File: src/rtl/pic_pkg.sv
// pic_pkg: shared register addresses and claim-word field positions for
// the level-masked priority interrupt controller.
// Assumes a 4-bit word address and a 32-bit data bus.
package pic_pkg;

    localparam int ADDR_W = 4;
    localparam int DATA_W = 32;

    // Register word addresses (software visible)
    typedef enum logic [ADDR_W-1:0] {
        RA_EN_SET  = 4'd0,
        RA_EN_CLR  = 4'd1,
        RA_EN_MASK = 4'd2,
        RA_PEND    = 4'd3,
        RA_LEVEL   = 4'd4,
        RA_CLAIM   = 4'd5,
        RA_RESTORE = 4'd6
    } reg_addr_e;

    // Claim word layout
    localparam int CLM_PREV_LSB = 16;
    localparam int CLM_NONE_BIT = 31;

endpackage

File: src/rtl/pic_mask.sv
// pic_mask: combines source lines, per-source enables and the threshold
// implied by the current level into the pending vector.
// Assumes level never exceeds NUM_SRC; bit i passes only if i < level.
module pic_mask #(
    parameter int NUM_SRC = 32,
    parameter int LVL_W   = $clog2(NUM_SRC + 1)
) (
    input  logic [NUM_SRC-1:0] src,
    input  logic [NUM_SRC-1:0] en,
    input  logic [LVL_W-1:0]   level,
    output logic [NUM_SRC-1:0] pend
);

    genvar gi;
    generate
        for (gi = 0; gi < NUM_SRC; gi++) begin : g_bit
            // Per-source gate: line, enable and threshold must all agree
            assign pend[gi] = src[gi] & en[gi] & (LVL_W'(gi) < level);
        end
    endgenerate

endmodule

File: src/rtl/pic_prio_enc.sv
// pic_prio_enc: fixed-priority encoder, lowest index wins.
// Assumes nothing about the request pattern; idx is 0 when none is set.
module pic_prio_enc #(
    parameter int NUM_SRC = 32,
    parameter int IDX_W   = $clog2(NUM_SRC)
) (
    input  logic [NUM_SRC-1:0] req,
    output logic [IDX_W-1:0]   idx,
    output logic               any
);

    // Scan from the top so the lowest set index is the last one written
    always_comb begin
        idx = '0;
        for (int i = NUM_SRC - 1; i >= 0; i--) begin
            if (req[i]) idx = IDX_W'(i);
        end
    end

    // Any request present
    assign any = |req;

endmodule

File: src/rtl/pic_level_stack.sv
// pic_level_stack: LIFO of saved priority levels for nested claims.
// Assumes the caller never pushes when full or pops when empty; such
// requests are ignored here and flagged by the parent.
module pic_level_stack #(
    parameter int DEPTH = 8,
    parameter int W     = 6
) (
    input  logic         clk,
    input  logic         rst_n,
    input  logic         push,
    input  logic         pop,
    input  logic [W-1:0] din,
    output logic [W-1:0] top,
    output logic         full,
    output logic         empty
);

    localparam int CNT_W = $clog2(DEPTH + 1);
    localparam int PTR_W = (DEPTH > 1) ? $clog2(DEPTH) : 1;

    logic [W-1:0]     mem [DEPTH];
    logic [CNT_W-1:0] cnt;

    assign full  = (cnt == CNT_W'(DEPTH));
    assign empty = (cnt == '0);
    assign top   = empty ? '0 : mem[PTR_W'(cnt - 1'b1)];

    // Occupancy counter
    always_ff @(posedge clk) begin
        if (!rst_n)
            cnt <= '0;
        else if (push && !full)
            cnt <= cnt + 1'b1;
        else if (pop && !empty)
            cnt <= cnt - 1'b1;
    end

    // Storage write at the next free slot
    always_ff @(posedge clk) begin
        if (push && !full)
            mem[PTR_W'(cnt)] <= din;
    end

endmodule

File: src/rtl/prio_irq_ctrl.sv
// prio_irq_ctrl: level-masked priority interrupt controller.
// Decodes a single-cycle register bus, holds the enable mask and current
// level, picks the lowest-numbered pending source, registers the request
// and vector, and nests claims through a hardware level stack.
// Assumes 2 <= NUM_SRC <= 32, VEC_W <= 16 and LVL_W <= 8.
module prio_irq_ctrl #(
    parameter int NUM_SRC     = 32,
    parameter int VEC_BASE    = 0,
    parameter int VEC_W       = 8,
    parameter int STACK_DEPTH = 8
) (
    input  logic                       clk,
    input  logic                       rst_n,
    input  logic [NUM_SRC-1:0]         irq_src,
    input  logic                       bus_sel,
    input  logic                       bus_wr,
    input  logic [pic_pkg::ADDR_W-1:0] bus_addr,
    input  logic [pic_pkg::DATA_W-1:0] bus_wdata,
    output logic [pic_pkg::DATA_W-1:0] bus_rdata,
    output logic                       bus_err,
    output logic                       stk_ovf,
    output logic                       stk_unf,
    output logic                       irq_out,
    output logic [VEC_W-1:0]           irq_vec
);
    import pic_pkg::*;

    localparam int LVL_W = $clog2(NUM_SRC + 1);
    localparam int IDX_W = $clog2(NUM_SRC);

    logic [NUM_SRC-1:0] en_q;
    logic [LVL_W-1:0]   level_q;
    logic [NUM_SRC-1:0] pend;
    logic [IDX_W-1:0]   win_idx;
    logic               any;
    logic [VEC_W-1:0]   vec_now;
    logic [LVL_W-1:0]   stk_top;
    logic               stk_full;
    logic               stk_empty;

    logic acc_wr, acc_rd;
    logic en_set, en_clr, idx_ok;
    logic lvl_wr, lvl_ok;
    logic claim_rd, claim_go, restore;

    // Bus decode
    assign acc_wr   = bus_sel & bus_wr;
    assign acc_rd   = bus_sel & ~bus_wr;
    assign en_set   = acc_wr & (bus_addr == RA_EN_SET);
    assign en_clr   = acc_wr & (bus_addr == RA_EN_CLR);
    assign lvl_wr   = acc_wr & (bus_addr == RA_LEVEL);
    assign restore  = acc_wr & (bus_addr == RA_RESTORE);
    assign claim_rd = acc_rd & (bus_addr == RA_CLAIM);
    assign idx_ok   = (bus_wdata < DATA_W'(NUM_SRC));
    assign lvl_ok   = (bus_wdata <= DATA_W'(NUM_SRC));
    assign claim_go = claim_rd & any;

    // Error and stack condition flags for the current access
    assign bus_err = (en_set | en_clr) & ~idx_ok;
    assign stk_ovf = claim_go & stk_full;
    assign stk_unf = restore & stk_empty;

    // Masking stage
    pic_mask #(
        .NUM_SRC (NUM_SRC),
        .LVL_W   (LVL_W)
    ) u_mask (
        .src   (irq_src),
        .en    (en_q),
        .level (level_q),
        .pend  (pend)
    );

    // Priority selection
    pic_prio_enc #(
        .NUM_SRC (NUM_SRC),
        .IDX_W   (IDX_W)
    ) u_enc (
        .req (pend),
        .idx (win_idx),
        .any (any)
    );

    assign vec_now = VEC_W'(VEC_BASE) + VEC_W'(win_idx);

    // Saved-level stack
    pic_level_stack #(
        .DEPTH (STACK_DEPTH),
        .W     (LVL_W)
    ) u_stack (
        .clk   (clk),
        .rst_n (rst_n),
        .push  (claim_go & ~stk_full),
        .pop   (restore & ~stk_empty),
        .din   (level_q),
        .top   (stk_top),
        .full  (stk_full),
        .empty (stk_empty)
    );

    // Per-source enable mask, changed one index at a time
    always_ff @(posedge clk) begin
        if (!rst_n)
            en_q <= '0;
        else if (en_set && idx_ok)
            en_q[bus_wdata[IDX_W-1:0]] <= 1'b1;
        else if (en_clr && idx_ok)
            en_q[bus_wdata[IDX_W-1:0]] <= 1'b0;
    end

    // Current level: claim raises it, restore pops, direct write sets it
    always_ff @(posedge clk) begin
        if (!rst_n)
            level_q <= LVL_W'(NUM_SRC);
        else if (claim_go)
            level_q <= LVL_W'(win_idx);
        else if (restore && !stk_empty)
            level_q <= stk_top;
        else if (lvl_wr && lvl_ok)
            level_q <= bus_wdata[LVL_W-1:0];
    end

    // Registered request and vector toward the processor
    always_ff @(posedge clk) begin
        if (!rst_n) begin
            irq_out <= 1'b0;
            irq_vec <= '0;
        end else begin
            irq_out <= any;
            irq_vec <= any ? vec_now : '0;
        end
    end

    // Read data mux, zero outside a read access
    always_comb begin
        bus_rdata = '0;
        if (acc_rd) begin
            case (bus_addr)
                RA_EN_MASK: bus_rdata[NUM_SRC-1:0] = en_q;
                RA_PEND:    bus_rdata[NUM_SRC-1:0] = pend;
                RA_LEVEL:   bus_rdata[LVL_W-1:0]   = level_q;
                RA_CLAIM: begin
                    if (any) begin
                        bus_rdata[VEC_W-1:0]                = vec_now;
                        bus_rdata[CLM_PREV_LSB +: LVL_W]    = level_q;
                    end else begin
                        bus_rdata[CLM_NONE_BIT]             = 1'b1;
                    end
                end
                default:    bus_rdata = '0;
            endcase
        end
    end

endmodule

File: config.mk
export PLATFORM = sky130hd
export DESIGN_NAME = prio_irq_ctrl
export DESIGN_NICKNAME = d
export VERILOG_FILES = /design/src/rtl/pic_pkg.sv /design/src/rtl/pic_mask.sv /design/src/rtl/pic_prio_enc.sv /design/src/rtl/pic_level_stack.sv /design/src/rtl/prio_irq_ctrl.sv
export SDC_FILE = /design/constraint.sdc
export NUM_CORES = 1
export LEC_CHECK = 0
export CAP_MARGIN = 20
export CORE_MARGIN = 2
export CORE_UTILIZATION = 52
export CTS_BUF_LIST = sky130_fd_sc_hd__clkbuf_8
export DETAILED_ROUTE_END_ITERATION = 16
export GPL_TIMING_DRIVEN = 0
export PLACE_DENSITY = 0.81
export SYNTH_ARGS = -nofsm -noshare
export SYNTH_HDL_FRONTEND = slang
export SYNTH_SLANG_ARGS = --single-unit
File: constraint.sdc
create_clock -name clk -period 5.3 [get_ports clk]
set_input_delay 0.795 -clock clk [delete_from_list [all_inputs] [get_ports clk]]
set_output_delay 0.795 -clock clk [all_outputs]
set_load 0.02 [all_outputs]
=== After elaboration in Yosys (flattened, before gate mapping) ===
Memory sizes are Yosys's and may differ from the RTL's.
Cells that the tools add are included.

* Bits in read-only memories: 0
* Memory bits (writable): 48
* Output and inout bits: 44
* Logic and storage cells: 205
* Input port bits: 72
* Memories kept: 1
* Bits in latches: 0
* Bits in registers: 51

* Divide/modulo/power cells: 0
* Bitwise operators: 85
* Multipliers: 0
* Equality and inequality tests: 7
* Shift-type cells: 0
* Add/sub/neg operators: 2
* Muxes and demuxes: 54
* $lt $le $gt $ge: 36
* Reduce and logical (&&, ||, !) cells: 15

{| class="wikitable"
|+ Memories
! name !! depth !! width !! read ports !! clocked after memory_dff !! wr ports !! RTL line !! text
|-
| u_stack.mem || 8 || 6 || 1 || 0 || 1 || pic_level_stack.sv:21 || <nowiki>logic [W-1:0] mem [DEPTH];</nowiki>
|}

{| class="wikitable"
|+ Operators by type and width
! cell !! count
|-
| $mux 5 || 33
|-
| $lt 5x6->1 const A || 16
|-
| $mux 32 || 3
|-
| $and 1x1->1 || 77
|-
| $lt 4x6->1 const A || 8
|-
| $and 32x32->32 || 1
|-
| $le 32x6->1 const B || 1
|-
| $lt 32x6->1 const B || 1
|-
| $not 32->32 || 1
|-
| $or 32x32->32 || 1
|-
| $reduce_or 32->1 || 1
|-
| $mux 6 || 5
|-
| $lt 3x6->1 const A || 4
|-
| $pmux 6 s4 || 1
|-
| $pmux 6 s3 || 1
|-
| $pmux 9 s2 || 1
|-
| $pmux 8 s2 || 1
|-
| $eq 4x3->1 const B || 3
|-
| $lt 1x6->1 const A || 2
|-
| $lt 2x6->1 const A || 2
|-
| $eq 4x2->1 const B || 2
|-
| $logic_not 4->1 || 2
|-
| $mux 4 || 2
|-
| $logic_and 1x1->1 || 7
|-
| 15 further kinds || 23
|}

=== Logic depth before layout (Yosys ltp) ===
* Word-level depth: 37
* Gate-level depth with buffers: 13
* Mapped depth without buffers: 9

=== Modules after synthesis ===
A second synthesis with hierarchy kept.

* Cell total of the unflattened synthesis: 609
* Area, all modules: 5,786.8 um^2

{| class="wikitable"
|+ By module, submodules not included
! module !! area an instance (um^2) !! cells each !! times used !! seq. area each (um^2)
|-
| prio_irq_ctrl || 2,643.8 || 322 || 1 || 880.8
|-
| pic_level_stack || 2,267.2 || 130 || 1 || 1,521.5
|-
| pic_mask || 490.5 || 92 || 1 || 0.0
|-
| pic_prio_enc || 385.4 || 65 || 1 || 0.0
|}

=== Worst setup path before layout ===
Ideal clock, no wire load.

* Kind: input to output
* From: in bus_addr[0] (netlist name)
* To: out stk_ovf
* Data arrival time: 2.971 ns
* Cell stages on the path: 8
* Setup slack: 1.534 ns
* Cells stage by stage: clkbuf_1 clkinv_1 nor3_1 inv_1 a31oi_1 nand2b_1 buf_4 nor3_1

* Cells in the longest elaborated chain, start to end: 4

{| class="wikitable"
|+ RTL lines
! what !! RTL line !! text
|-
| start, declared || prio_irq_ctrl.sv:17 || <nowiki>input logic [pic_pkg::ADDR_W-1:0] bus_addr,</nowiki>
|-
| $eq 4x3->1 || prio_irq_ctrl.sv:53 || <nowiki>assign claim_rd = acc_rd & (bus_addr == RA_CLAIM);</nowiki>
|-
| $and 1x1->1 || prio_irq_ctrl.sv:53 ||
|-
| $and 1x1->1 || prio_irq_ctrl.sv:56 || <nowiki>assign claim_go = claim_rd & any;</nowiki>
|-
| $and 1x1->1 || prio_irq_ctrl.sv:60 || <nowiki>assign stk_ovf = claim_go & stk_full;</nowiki>
|-
| end, declared || prio_irq_ctrl.sv:21 || <nowiki>output logic stk_ovf,</nowiki>
|}

No other way between the ends.

=== Worst setup path after layout ===
* From: reg level_q[2]
* To: out bus_rdata[1] (netlist name)

* Cells in the longest elaborated chain, start to end: 37
* Elaborated cells between the ends (all ways): 100
* Classes of those cells: order compare (32); mux (35); bitwise (32); reduce/logical (1)

{| class="wikitable"
|+ RTL lines
! what !! RTL line !! text
|-
| start, declared || prio_irq_ctrl.sv:32 || <nowiki>logic [LVL_W-1:0] level_q;</nowiki>
|-
| start signal, assigned || prio_irq_ctrl.sv:114 || <nowiki>level_q <= LVL_W'(NUM_SRC);</nowiki>
|-
| start signal, assigned || prio_irq_ctrl.sv:116 || <nowiki>level_q <= LVL_W'(win_idx);</nowiki>
|-
| start signal, assigned || prio_irq_ctrl.sv:118 || <nowiki>level_q <= stk_top;</nowiki>
|-
| $lt 5x6->1 || pic_mask.sv:18 || <nowiki>assign pend[gi] = src[gi] & en[gi] & (LVL_W'(gi) < level);</nowiki>
|-
| $and 1x1->1 || pic_mask.sv:18 ||
|-
| $mux 5 (32 in series) || pic_prio_enc.sv:16 || <nowiki>if (req[i]) idx = IDX_W'(i);</nowiki>
|-
| $mux 5 || prio_irq_ctrl.sv:143 || <nowiki>if (any) begin</nowiki>
|-
| $pmux 6 s4 (*) || prio_irq_ctrl.sv:138 || <nowiki>case (bus_addr)</nowiki>
|-
| $mux 32 (*) || prio_irq_ctrl.sv:137 || <nowiki>if (acc_rd) begin</nowiki>
|-
| end, declared || prio_irq_ctrl.sv:19 || <nowiki>output logic [pic_pkg::DATA_W-1:0] bus_rdata,</nowiki>
|}

Every way passes the cells marked *; elsewhere a longest branch is shown, timed or not.

==> results.md <==
- Run status: completed
- Sequential element share of the synthesized area: 0.4144
- Number of clock buffers inserted by TritonCTS: 9
- Power per cell area: 192.7 mW/mm2
- Cell row count: 38
- Via count normalized by instance count: 6.769
- Core Area: 0.01084 mm2
- Max-Slew Margin vs Limit: 0.2402
- Number of fill cells: 857
- Max-slew violation count: 0
- Crit path kind: flip-flop to output pin
- Total Wirelength: 22.44 mm
- Clock Tree Root: sky130_fd_sc_hd__clkbuf_8
- P_leak: 2.527 nW
- Iteration count of the initial detailed-routing pass: 8
- Area occupied by registers: 0.002402 mm2
- R2r startpoint: level_q[4]
- DP Wirelength: 16.94 mm
- Crit Reg-Reg Endpoint: u_stack.mem[1][3]
- Max Clock Skew: 22.12 ps
- Maximum number of pins on one net before global-route repair: 21
- Largest vdd supply drop: 0.1509 mV
- Flip-flop and latch count after synthesis: 96
- Area of the die: 0.01201 mm2
- Average size of a mapped cell: 9.072 um2
- Actual transition at the worst max-transition pin: 1131 ps
- Setup repair after global routing missed its margin: no
- Data required time of the worst path: 4510 ps
- CP Data Arrival Time: 4380 ps
- CTS sink count: 96
- Number of endpoints with negative hold slack in the final report: 0
- Critical path launch point type: flip-flop
- Layout cells sized above 1: 0.08355
- Worst hold slack: 540.4 ps
- Post-Syn Area: 0.005797 mm2
- Number of flops mapped to enable cells by yosys: 48
- Crit Path Max Fanout: 14
- CTS H-tree lvls: 3
- Final #Nets: 835
- Register-to-register setup slack: 890 ps
- Timing-limited maximum frequency: 193.3 MHz
- Placer's final routability congestion estimate: 1.031
- Maximum clock insertion buffer count: 2
- Commonest cells after routing, fill and taps aside: sky130_fd_sc_hd__clkdlybuf4s50_1, sky130_fd_sc_hd__nand2_1, sky130_fd_sc_hd__a21oi_1
- Setup Total Neg Slack: 0 ps
- Count of buffers inserted at the top-level ports: 108
- Mean routed wirelength per cell: 24.76 um
- Clock edge transition at the registers on the reported setup and hold paths: 110 ps
- Growth of design area from synthesis to finish: 25.69%
- Final period util: 0.9762
- Number of instances in the synthesized netlist: 639
- Crit path from: level_q[2]
- Total gr overflow: 0
- Number of global-route vias before repair: 5870
- Synth async-reset ratio: 0
- Capture point of the worst path: bus_rdata[1]
- Total of warnings raised by yosys: 0
- Number of nets with antenna violations after detailed routing: 0
- Starting Density: 0.5347
- First-pass GRT wire length: 33.11 mm
- Type of element capturing the critical path: output pin
- Number of vias after detailed routing: 6133
- Height of the die: 109.6 um
- Shortest period the worst path allows: 5174 ps
- Top-level I/O count: 116
- Antenna diode count: 0
- GR Util All Layers: 0.3802
- Final setup violation count: 0
- Most common library cell in the layout ignoring fill and taps: sky130_fd_sc_hd__clkdlybuf4s50_1
- Die width: 109.6 um
- TritonCTS clock tree: built
- Clock insertion delay at the later pin of the skew report: 410 ps
- Main flop type after synthesis: sky130_fd_sc_hd__edfxtp_1
- Violation count after the first detailed-route iteration: 802
- Synth unique cells: 67
- Worst Hold Class: flip-flop to flip-flop
- Number of design rule violations left after detail routing: 0
- Antenna violations before repair: 0
- Area of the multi-input gates: 0.003149 mm2
- Number of violations of the max-capacitance limit: 0
- Number of cells on the worst reg-to-reg path: 12
## layer usage
layer / GRT usage / vias up / share of wire / wire length, um
met4: 0.1917 / 0 / 0.044 / 981
li1: - / 2703 / - / -
met1: 0.4681 / 2886 / 0.36 / 8164
met5: 0 / - / 0 / 0
met2: 0.6292 / 453 / 0.47 / 10650
met3: 0.08180 / 91 / 0.12 / 2641
## how the worst min path moves through the flow
stage,startpoint,cells after the start,endpoint,slack [ps]
2_1_floorplan,u_stack.cnt[3],2,u_stack.cnt[3],470
3_3_place_gp,u_stack.cnt[3],2,u_stack.cnt[3],480
3_5_place_dp,flip-flop,2,flip-flop,530
4_1_cts,flip-flop,2,flip-flop,550
5_1_grt,flip-flop,2,flip-flop,570
6_report,flip-flop,2,flip-flop,540
## metrics by stage
| stage | setup WS (ps) | total power, mW | area [um2] | instances | util |
|---|---|---|---|---|---|
| detailed placement | 323.4 | 0.9031 | 7066 | 890 | 0.6518 |
| global route | 19.87 | 1.430 | 7286 | 906 | 0.6721 |
| finish | 126.3 | 1.404 | 7286 | 906 | 0.6721 |
| CTS | 63.51 | 1.393 | 7266 | 906 | 0.6702 |
| global placement | 425.2 | 0.9017 | 7061 | 889 | 0.6513 |
| floorplan | 1534 | 0.8280 | 5804 | 641 | - |
## area by class of cell
| type | count | share of cell area |
|---|---|---|
| Buffer | 51 | 0.03177 |
| Inverter | 11 | 0.005667 |
| Tap cell | 140 | 0.02404 |
| Sequential cell | 96 | 0.3297 |
| Clock inverter | 7 | 0.01048 |
| Timing Repair Buffer | 109 | 0.1491 |
| Multi-Input combinational cell | 483 | 0.4323 |
| Clock buffer | 9 | 0.01700 |
## report_power, final
part            switching [mW]  internal (mW)  leakage (nW)
Sequential     0.0000000000414          0.771         0.922
Combinational           0.0608         0.0581          1.50
Clock                    0.326          0.188         0.103
Total                    0.387           1.02          2.53
## worst max-delay path: stages, from the launching register on
cell                              delay, ps
sky130_fd_sc_hd__dfxtp_1                690
sky130_fd_sc_hd__clkbuf_1               590
sky130_fd_sc_hd__nand2_1                180
sky130_fd_sc_hd__nor4_1                 430
sky130_fd_sc_hd__o21ai_0                180
sky130_fd_sc_hd__o21ai_0                310
sky130_fd_sc_hd__a21oi_1                220
sky130_fd_sc_hd__or4_1                  540
sky130_fd_sc_hd__a21oi_1                190
sky130_fd_sc_hd__clkdlybuf4s50_1        640
## cell families (layout without fill, tap and decap cells)
| group | Yosys count | in the layout | share of synthesized area |
|---|---|---|---|
| simple gates | 241 | 241 | 0.2063 |
| fa+ha+maj | 2 | 2 | 0.004316 |
| buf+inv | 62 | 187 | 0.04662 |
| xor+xnor | 1 | 1 | 0.001511 |
| compound gates | 195 | 195 | 0.2275 |
| mux | 41 | 41 | 0.09864 |
| other cells | 1 | 3 | 0.0006469 |
| flops | 96 | 96 | 0.4144 |
## Yosys cell counts (all sizes together), types with 16 or more instances
library cell | instances | area [um2]
edfxtp | 48 | 1441
nor2 | 59 | 224.0
o21ai | 23 | 115.1
mux2i | 20 | 200.2
nor4 | 16 | 115.1
clkbuf | 34 | 127.6
buf | 17 | 101.4
a311oi | 35 | 306.5
dfxtp | 48 | 960.9
nor3 | 25 | 125.1
a21oi | 64 | 320.3
nand2 | 73 | 274.0
## timing repair
| action | in CTS | in global routing |
|---|---|---|
| gates resized for setup | 0 | 8 |
| hold buffers | 0 | 0 |
| endpoints found under the setup margin | 0 | 10 |
| buffers inserted | 0 | 0 |
No activity file was read; power rests on OpenSTA's default activity.
